[src/rtl/lut_train_pkg.sv]
package lut_train_pkg;
  typedef enum logic [2:0] {
    ST_IDLE,
    ST_SW_WAIT,
    ST_SYM_WAIT,
    ST_GATHER,
    ST_COMMIT,
    ST_ADVANCE,
    ST_RELEASE
  } train_state_e;
endpackage

[src/rtl/lut_train_timer.sv]
module lut_train_timer #(
  parameter int CNT_W = 16
) (
  input  logic             clk,
  input  logic             rst_n,
  input  logic             clr_i,
  input  logic [CNT_W-1:0] limit_i,
  output logic             expired_o
);
  logic [CNT_W-1:0] cnt_q;

  assign expired_o = (cnt_q >= limit_i);

  always_ff @(posedge clk or negedge rst_n) begin
    if (!rst_n)          cnt_q <= '0;
    else if (clr_i)      cnt_q <= '0;
    else if (!expired_o) cnt_q <= cnt_q + 1'b1;
  end
endmodule

[src/rtl/lut_train_avg.sv]
module lut_train_avg #(
  parameter int SAMPLE_W = 12,
  parameter int LOG_AVG  = 5
) (
  input  logic                clk,
  input  logic                rst_n,
  input  logic                clr_i,
  input  logic                add_i,
  input  logic [SAMPLE_W-1:0] sample_i,
  output logic [SAMPLE_W-1:0] avg_o
);
  localparam int ACC_W = SAMPLE_W + LOG_AVG;

  logic signed [ACC_W-1:0] acc_q;
  logic signed [ACC_W-1:0] ext;

  assign ext   = ACC_W'($signed(sample_i));
  // arithmetic divide by 2**LOG_AVG: drop the low bits (floor)
  assign avg_o = acc_q[ACC_W-1:LOG_AVG];

  always_ff @(posedge clk or negedge rst_n) begin
    if (!rst_n)      acc_q <= '0;
    else if (clr_i)  acc_q <= '0;
    else if (add_i)  acc_q <= acc_q + ext;
  end
endmodule

[src/rtl/lut_train_ctrl.sv]
module lut_train_ctrl
  import lut_train_pkg::*;
#(
  parameter int ADDR_W  = 8,
  parameter int LOG_AVG = 5
) (
  input  logic              clk,
  input  logic              rst_n,
  input  logic              start_i,
  input  logic              expired_i,
  input  logic              hs_i,
  output train_state_e      state_o,
  output logic              timer_clr_o,
  output logic [ADDR_W-1:0] addr_o,
  output logic              done_o
);
  localparam logic [ADDR_W-1:0]  ADDR_LAST  = '1;
  localparam logic [LOG_AVG-1:0] NSAMP_LAST = '1;

  train_state_e       state_q, state_d;
  logic [ADDR_W-1:0]  addr_q;
  logic [LOG_AVG-1:0] nsamp_q;
  logic               done_q;

  always_comb begin
    state_d = state_q;
    case (state_q)
      ST_IDLE:     if (start_i)   state_d = ST_SW_WAIT;
      ST_SW_WAIT:  if (expired_i) state_d = ST_SYM_WAIT;
      ST_SYM_WAIT: if (expired_i) state_d = ST_GATHER;
      ST_GATHER:   if (hs_i && nsamp_q == NSAMP_LAST) state_d = ST_COMMIT;
      ST_COMMIT:   state_d = ST_ADVANCE;
      ST_ADVANCE:  state_d = (addr_q == ADDR_LAST) ? ST_RELEASE : ST_SYM_WAIT;
      ST_RELEASE:  if (expired_i) state_d = ST_IDLE;
      default:     state_d = ST_IDLE;
    endcase
  end

  assign timer_clr_o = (state_d != state_q);
  assign state_o     = state_q;
  assign addr_o      = addr_q;
  assign done_o      = done_q;

  always_ff @(posedge clk or negedge rst_n) begin
    if (!rst_n) begin
      state_q <= ST_IDLE;
      addr_q  <= '0;
      nsamp_q <= '0;
      done_q  <= 1'b0;
    end else begin
      state_q <= state_d;
      done_q  <= (state_q == ST_RELEASE) && (state_d == ST_IDLE);
      if (state_q == ST_IDLE && start_i)
        addr_q <= '0;
      else if (state_q == ST_ADVANCE && addr_q != ADDR_LAST)
        addr_q <= addr_q + 1'b1;
      if (state_q == ST_SYM_WAIT)
        nsamp_q <= '0;
      else if (state_q == ST_GATHER && hs_i)
        nsamp_q <= nsamp_q + 1'b1;
    end
  end
endmodule

[src/rtl/lut_train_seq.sv]
module lut_train_seq
  import lut_train_pkg::*;
#(
  parameter int CODE_W   = 4,
  parameter int SAMPLE_W = 12,
  parameter int LOG_AVG  = 5,
  parameter int SETTLE_W = 16
) (
  input  logic                  clk,
  input  logic                  rst_n,
  input  logic                  start_i,
  input  logic [SETTLE_W-1:0]   settle_cycles_i,
  output logic                  rf_to_load_o,
  output logic [CODE_W-1:0]     sym_i_o,
  output logic [CODE_W-1:0]     sym_q_o,
  input  logic                  adc_valid_i,
  output logic                  adc_ready_o,
  input  logic [SAMPLE_W-1:0]   adc_i_i,
  input  logic [SAMPLE_W-1:0]   adc_q_i,
  output logic                  wr_en_o,
  output logic [2*CODE_W-1:0]   wr_addr_o,
  output logic [SAMPLE_W-1:0]   wr_i_o,
  output logic [SAMPLE_W-1:0]   wr_q_o,
  output logic                  done_o
);
  localparam int ADDR_W = 2 * CODE_W;
  localparam int NCH    = 2;

  train_state_e               state;
  logic                       timer_clr, expired, hs;
  logic [ADDR_W-1:0]          addr;
  logic [NCH-1:0][SAMPLE_W-1:0] smp, avg;

  assign hs          = adc_valid_i && adc_ready_o;
  assign adc_ready_o = (state == ST_GATHER);
  assign wr_en_o     = (state == ST_COMMIT);
  assign rf_to_load_o = (state != ST_IDLE) && (state != ST_RELEASE);
  assign sym_i_o     = addr[ADDR_W-1:CODE_W];
  assign sym_q_o     = addr[CODE_W-1:0];
  assign wr_addr_o   = addr;
  assign smp[0]      = adc_i_i;
  assign smp[1]      = adc_q_i;
  assign wr_i_o      = avg[0];
  assign wr_q_o      = avg[1];

  lut_train_ctrl #(.ADDR_W(ADDR_W), .LOG_AVG(LOG_AVG)) ctrl_i (
    .clk(clk), .rst_n(rst_n), .start_i(start_i), .expired_i(expired),
    .hs_i(hs), .state_o(state), .timer_clr_o(timer_clr), .addr_o(addr),
    .done_o(done_o)
  );

  lut_train_timer #(.CNT_W(SETTLE_W)) timer_i (
    .clk(clk), .rst_n(rst_n), .clr_i(timer_clr),
    .limit_i(settle_cycles_i), .expired_o(expired)
  );

  for (genvar ch = 0; ch < NCH; ch++) begin : g_chan
    lut_train_avg #(.SAMPLE_W(SAMPLE_W), .LOG_AVG(LOG_AVG)) avg_i (
      .clk(clk), .rst_n(rst_n), .clr_i(state == ST_SYM_WAIT),
      .add_i(hs), .sample_i(smp[ch]), .avg_o(avg[ch])
    );
  end
endmodule

[config.mk]
export PLATFORM = sky130hd
export DESIGN_NAME = lut_train_seq
export DESIGN_NICKNAME = d
export VERILOG_FILES = /design/src/rtl/lut_train_pkg.sv /design/src/rtl/lut_train_timer.sv /design/src/rtl/lut_train_avg.sv /design/src/rtl/lut_train_ctrl.sv /design/src/rtl/lut_train_seq.sv
export SDC_FILE = /design/constraint.sdc
export NUM_CORES = 1
export LEC_CHECK = 0
export ABC_AREA = 1
export BUFFER_PORTS_ARGS = -buffer_cell sky130_fd_sc_hd__buf_2
export CELL_PAD_IN_SITES_DETAIL_PLACEMENT = 1
export CELL_PAD_IN_SITES_GLOBAL_PLACEMENT = 1
export CORE_MARGIN = 5
export CORE_UTILIZATION = 37
export DETAILED_ROUTE_END_ITERATION = 6
export GPL_TIMING_DRIVEN = 0
export PLACE_DENSITY = 0.76
export SYNTH_ARGS = -nofsm -noshare
export SYNTH_HDL_FRONTEND = slang
export SYNTH_SLANG_ARGS = --single-unit
[constraint.sdc]
create_clock -name clk -period 1.9 [get_ports clk]
set_input_delay 0.38 -clock clk [delete_from_list [all_inputs] [get_ports clk]]
set_output_delay 0.38 -clock clk [all_outputs]
set_load 0.02 [all_outputs]
Word level (Yosys, flattened, before mapping)
Index checks and enable logic that the tools add are counted.
- register bits: 67
- bits in latches: 0
- memory bits (writable): 0
- bits in read-only memories: 0
- input port bits: 44
- output and inout port bits: 44
- memories kept: 0
- $add $sub $neg: 5
- multipliers: 0
- divide/modulo/power cells: 0
- magnitude comparators: 1
- equal/unequal tests: 12
- shifts and indexed selects: 0
- muxes and demuxes: 17
- bitwise operators: 0
- reductions and logical operators: 13
- operator list (operator ; number):
    $mux W17 ; 4
    $add A17 B12 Y17 ; 2
    $mux W16 ; 2
    $pmux W3 S7 ; 1
    $mux W3 ; 6
    $add A16 B1 Y16 const B ; 1
    $ge A16 B16 Y1 ; 1
    $mux W8 ; 2
    $mux W5 ; 2
    $eq A3 B3 Y1 const B ; 3
    $add A8 B1 Y8 const B ; 1
    $eq A8 B8 Y1 const B ; 1
    $ne A8 B8 Y1 const B ; 1
    $logic_and A1 B1 Y1 ; 7
    $eq A3 B2 Y1 const B ; 2
    $logic_not A3 Y1 ; 2
    $reduce_bool A2 Y1 ; 3
    $add A5 B1 Y5 const B ; 1
    $eq A5 B5 Y1 const B ; 1
    $eq A3 B1 Y1 const B ; 1
    $ne A3 B3 Y1 ; 1
    $ne A3 B3 Y1 const B ; 1
    $reduce_bool A3 Y1 ; 1
    $ne A2 B2 Y1 const B ; 1

Logic depth before layout (Yosys ltp)
- depth after elaboration: 7
- mapped depth: 18

Hierarchy
A second synthesis with hierarchy kept.
- cell total of the unflattened synthesis: 951
- area, all modules: 6356.1 µm²
- by module, submodules not included (module ; instances ; cells each ; area each (µm²) ; sequential area each (µm²)):
    lut_train_avg ; 2 ; 281 ; 1773.0 ; 425.4
    lut_train_timer ; 1 ; 226 ; 1590.3 ; 400.4
    lut_train_ctrl ; 1 ; 143 ; 1104.8 ; 425.4
    lut_train_seq ; 1 ; 20 ; 115.1 ; 0.0

Worst setup path after synthesis
OpenSTA, ideal clock, no wires.
- path kind: input to register
- start point: input port settle_cycles_i[7]
- end point: register timer_i.cnt_q[5]
- setup time: 119 ps
- data arrival time: 1839 ps
- data required time: 1781 ps
- setup slack: -58 ps
- stages: 15
- path buffers: 1
- cells stage by stage: inv_1 > ha_1 > nand2_1 > inv_1 > nand2_1 > nand2_1 > nor2_1 > nand2_1 > nand2_1 > nand2_4 > nand2_1 > nand4_1 > nand3_4 > buf_6 > nor2_2
- word-level cells in the longest chain between the ends: 5
- elaborated cells on any way between the ends: 8
- ends and longest elaborated chain (item ; RTL line ; text):
    start, declared ; lut_train_seq.sv:12 ; input logic [SETTLE_W-1:0] settle_cycles_i,
    $ge A16 B16 Y1 * ; lut_train_timer.sv:12 ; assign expired_o = (cnt_q >= limit_i);
    $mux W3, on equally long branches ; lut_train_ctrl.sv:34, lut_train_ctrl.sv:29, lut_train_ctrl.sv:30 ;
    $pmux W3 S7 ; lut_train_ctrl.sv:27 ; case (state_q)
    $ne A3 B3 Y1 ; lut_train_ctrl.sv:39 ; assign timer_clr_o = (state_d != state_q);
    $ne A2 B2 Y1 (no line) or $mux W16 (tied branches) ; n/a ;
    end signal, assigned ; lut_train_timer.sv:17 ; else if (!expired_o) cnt_q <= cnt_q + 1'b1;
    end, declared ; lut_train_timer.sv:10 ; logic [CNT_W-1:0] cnt_q;
Every way passes the cells marked *; elsewhere a longest branch is shown, timed or not.
A chain may end at the register's enable or synchronous reset.

Worst setup path in the final report
- start point: register timer_i.cnt_q[14]
- end point: register timer_i.cnt_q[14]
- word-level cells in the longest chain between the ends: 5
- elaborated cells on any way between the ends: 10
- ends and longest elaborated chain (item ; RTL line):
    $ge A16 B16 Y1 ; lut_train_timer.sv:12
    $mux W3, on equally long branches ; lut_train_ctrl.sv:34, lut_train_ctrl.sv:29, lut_train_ctrl.sv:30
    $pmux W3 S7 ; lut_train_ctrl.sv:27
    $ne A3 B3 Y1 ; lut_train_ctrl.sv:39
    $ne A2 B2 Y1 (no line) or $mux W16 (tied branches) ; n/a
Parallel ways exist; a longest one is shown, timed or not. The select of a mux whose other input is x is not followed.

==> summary.txt <==
Finish
  • Count of inserted antenna diode cells: 0
  • Fraction of layout instances using a drive strength above 1: 37.8%
  • Number of nets in the finished design: roughly 940
  • Post-layout instance count excluding filler cells: 1,022
  • Area grow syn2layout: 39.2%

Floorplan
  • Number of primary I/O pins: 88
  • Initial Util: 37.3%
  • Area enclosed by the die boundary: about 0.016 sq mm
  • Die width: 128 um
  • Core Region: ~0.014 sq mm
  • Row count: 43
  • Chip Height: 128 um

Global routing
  • Vias in the first global route: 5,551
  • Congestion Overflow GR: 0
  • Number of antenna violations at the first check in global routing: 0
  • Overall global routing resource usage: 19.9%
  • Wire length of the first global-routing pass: 26,200 um
  • Largest net degree at the start of global routing: 40

Routing
  • Number of violations reported at the end of detailed-routing iteration 0: ~150
  • Pre-Repair DR Iteration Count: 4
  • Wire per inst: 16.6 um
  • Post-detailed-route count of antenna-violating nets: 0
  • Drt drc: 0
  • Total length of routed wires: 17,000 um
  • Post-detailed-route via-to-cell ratio: 5.11
  • Via total after detailed routing: 5,226

Critical path
  • R2r setup slk: -0.29 ns
  • End of the worst register-to-register path: timer_i.cnt_q[14]
  • CP Depth: 11
  • CP dominant cell by count: nand4_1
  • Crit path max fanout: 6
  • Cells along the critical path: ha_4 > nand4_1 > a21oi_2 > nor2_4 > buf_12 > nand2_8 > nand2_4 > nand4_1 > nand3_4 > clkbuf_16 > nor2_2
  • Worst R2R Start: timer_i.cnt_q[14]
  • Length in cells of the worst reg-to-reg path: 11
  • Critical path type: register to register
  • Buffer and inverter count on the worst path: 2
  • Slowest stage cell, crit path: dfrtp_1
  • Critical path required time: 2.18 ns
  • CP Launch Point: timer_i.cnt_q[14]
  • Top delay family on crit path: simple AND/OR/NAND/NOR gates
  • Nature of the critical path startpoint: register
  • Biggest cell delay along the critical path: 0.44 ns
  • Arrival time of the worst setup path: between 2 and 2.5 ns
  • Worst setup EP type: register

Timing
  • Max Slew Vio Count: 0
  • Time the final worst path needs with I/O delays and setup: 2.19 ns
  • Final count of negative-setup-slack endpoints: 24
  • Fin Clk Skew: 0.00755 ns
  • Headroom to the max-slew limit: 64.8%
  • Final setup margin: -0.290 ns
  • Final hold viol count: 0
  • Fmax achieved: 457 MHz
  • Slew at the pin closest to its max-slew limit: about 0.52 ns
  • Unrepaired setup endpoints after global routing: true
  • Final worst-path cycle share: 115%

Placed design
  • Detailed placer's ending HPWL: 11,400 um
  • Final weighted congestion in routability-driven placement: between 0.8 and 0.9
  • Port Buffers: a little under 90
  • Dpl cells: ~950
  • Pre-CTS worst setup slack: -0.467 ns

Synth
  • Synthesized area divided by synthesized cell count: 7.47 sq um
  • Sequential fraction of the synthesis area: 32.8%
  • Post-synthesis async set-or-reset flop share: 100%
  • Warnings from Yosys: 0
  • Synth top area share: 32.8%
  • Count of flip-flops with a built-in enable after synthesis: 0
  • Number of standard cells after synthesis: 685
  • List of most frequent post-synthesis cells: 158 x nand2_1, 73 x inv_1, 67 x dfrtp_1
  • Largest cells by area after synthesis: dfrtp_1 33%, ha_1 13%, nand2_1 12%, inv_1 5.4%, a21oi_1 5.1%
  • Post-synth top area cell: dfrtp_1
  • Syn nets: 783
  • Most common cell in the synthesized netlist: nand2_1
  • Number of distinct library cells after synthesis: 37
  • Leading register cell type out of synthesis: dfrtp_1
  • Synthesized flop and latch total: 67
  • Netlist area before placement: 0.00512 sq mm

Pwr
  • Net load switching power: 2670 uW
  • Portion of total power attributed to the clock network: 24.0%
  • Switching part of the total: 40.4%
  • Leak pwr: 0.00374 uW
  • Power per unit of standard cell area: approximately 930 mW/mm^2
  • Internal power: 3940 uW
  • Max VDD drop: roughly 0.0004 V
  • Sequential fraction of design power: 28.3%
  • Combinational group share of total power: 47.7%

Clock network
  • Clock transition at the register clock pins on the worst setup and hold paths after CTS: around 0.06 ns
  • Buffer levels on the longest clock path: 2
  • Root cell of the clock tree: clkbuf_16
  • Clock tree from TritonCTS: done
  • CTS H-Tree Depth: 3
  • Clock sink total: 67
  • Source-to-sink clock delay at the later pin of the worst-skew pair: ~0.35 ns
  • Number of buffers inserted during clock tree synthesis: 9

Hold path
  • Worst Hold End: g_chan[0].avg_i.acc_q[0]
  • Worst Min Path Start: adc_i_i[0]
  • Hold path cells: 3
  • Worst min-delay path class: input port to register

Run status
  • Status: complete, but fails checks
  • Violated checks: setup timing

Job
  • Max-cap violation count: 0
## worst max path at each step
stage / endpoint / slack, ns
2_1_floorplan: timer_i.cnt_q[5] / -0.006
3_3_place_gp: g_chan[0].avg_i.acc_q[16] / -0.40
3_5_place_dp: g_chan[0].avg_i.acc_q[16] / -0.47
4_1_cts: timer_i.cnt_q[0] / -0.20
5_1_grt: timer_i.cnt_q[14] / -0.38
6_report: timer_i.cnt_q[14] / -0.29
## power by group through the flow
stage | sequential (uW) | combinational [uW] | clock (uW)
after floorplan | 1840 | 1670 | 0
after CTS | 1850 | 2590 | 1590
after global placement | 1870 | 2150 | 0
after global routing | 1900 | 3470 | 1670
final | 1870 | 3160 | 1580
after detailed placement | 1890 | 2250 | 0
## cell type report
cell class,instances,area [sq um]
inverter,78,300
clock inverter,6,43.8
timing repair buffer,141,903
multi-input combinational,501,3440
clock buffer,9,225
tap,180,225
buffer,40,295
sequential,67,1680
fill,1720,6600
## worst register-to-register path: cells and delay by family (launching register included)
| family | cells | cell delay, ns |
|---|---|---|
| AOI/OAI and AO/OA | 1 | 0.20 |
| adders and majority gates | 1 | 0.30 |
| buffers and inverters | 2 | 0.36 |
| DFF | 1 | 0.44 |
| and+or+nand+nor | 7 | 0.83 |
## kinds of logic after synthesis
kind of cell | synth area share (%)
AO/OA/AOI/OAI | 14.0
XOR/XNOR | 3.08
adder cells (fa/ha/maj) | 13.5
buffers and inverters | 11.2
flip-flops | 32.8
AND/OR/NAND/NOR | 25.5
## through the flow
| stage | hold slack [ns] | area, sq um | util (%) | TNS, ns | total power, uW |
|---|---|---|---|---|---|
| floorplan | 0.0844 | 5130 | - | -0.00648 | 3510 |
| finish | 0.423 | 7120 | 51.9 | -4.59 | 6610 |
| CTS | 0.443 | 6540 | 47.7 | -2.77 | 6030 |
| global placement | 0.461 | 5790 | 42.2 | -10.21 | 4020 |
| detailed placement | 0.349 | 5820 | 42.4 | -12.93 | 4140 |
| global route | 0.459 | 7120 | 51.9 | -7.52 | 7040 |
## flip-flops by register name (all words and copies together), names as in the netlist
| register | count |
|---|---|
| timer_i.cnt_q | 16 |
| ctrl_i.state_o | 3 |
| ctrl_i.done_o | 1 |
| g_chan.avg_i.acc_q | 34 |
| ctrl_i.addr_o | 8 |
| ctrl_i.nsamp_q | 5 |
## cell usage in the layout (no fill, tap or decap), types with 17 or more instances in the layout
| cell | instances |
|---|---|
| nand2_1 | 144 |
| buf_2 | 88 |
| buf_4 | 79 |
| inv_1 | 68 |
| dfrtp_1 | 62 |
| nor2_1 | 39 |
| ha_1 | 39 |
| a21oi_1 | 34 |
| nand3_1 | 26 |
| o21ai_0 | 25 |
| nand2_2 | 17 |
| o21ai_1 | 17 |
| nor2_4 | 17 |
## per-layer routing
metal / wire, um / part of all wire, % / global-route usage, % / up-vias
met1: 6930 / 41 / 22.8 / 2539
met3: 496 / 2.9 / 3.55 / 35
met5: 0 / 0 / 0 / -
li1: - / - / - / 2553
met4: 444 / 2.6 / 6.99 / 0
met2: 9080 / 54 / 36.8 / 99
## timing repair
item / CTS / global route
endpoints found under the setup margin: 49 / 51
pin swaps: 17 / 42
endpoints found under the hold margin: 28 / 0
gates cloned: 1 / 1
resized for setup: 62 / 93
hold buffers: 1 / 0
setup buffers: 30 / 21
No activity file was read; power rests on OpenSTA's default activity.
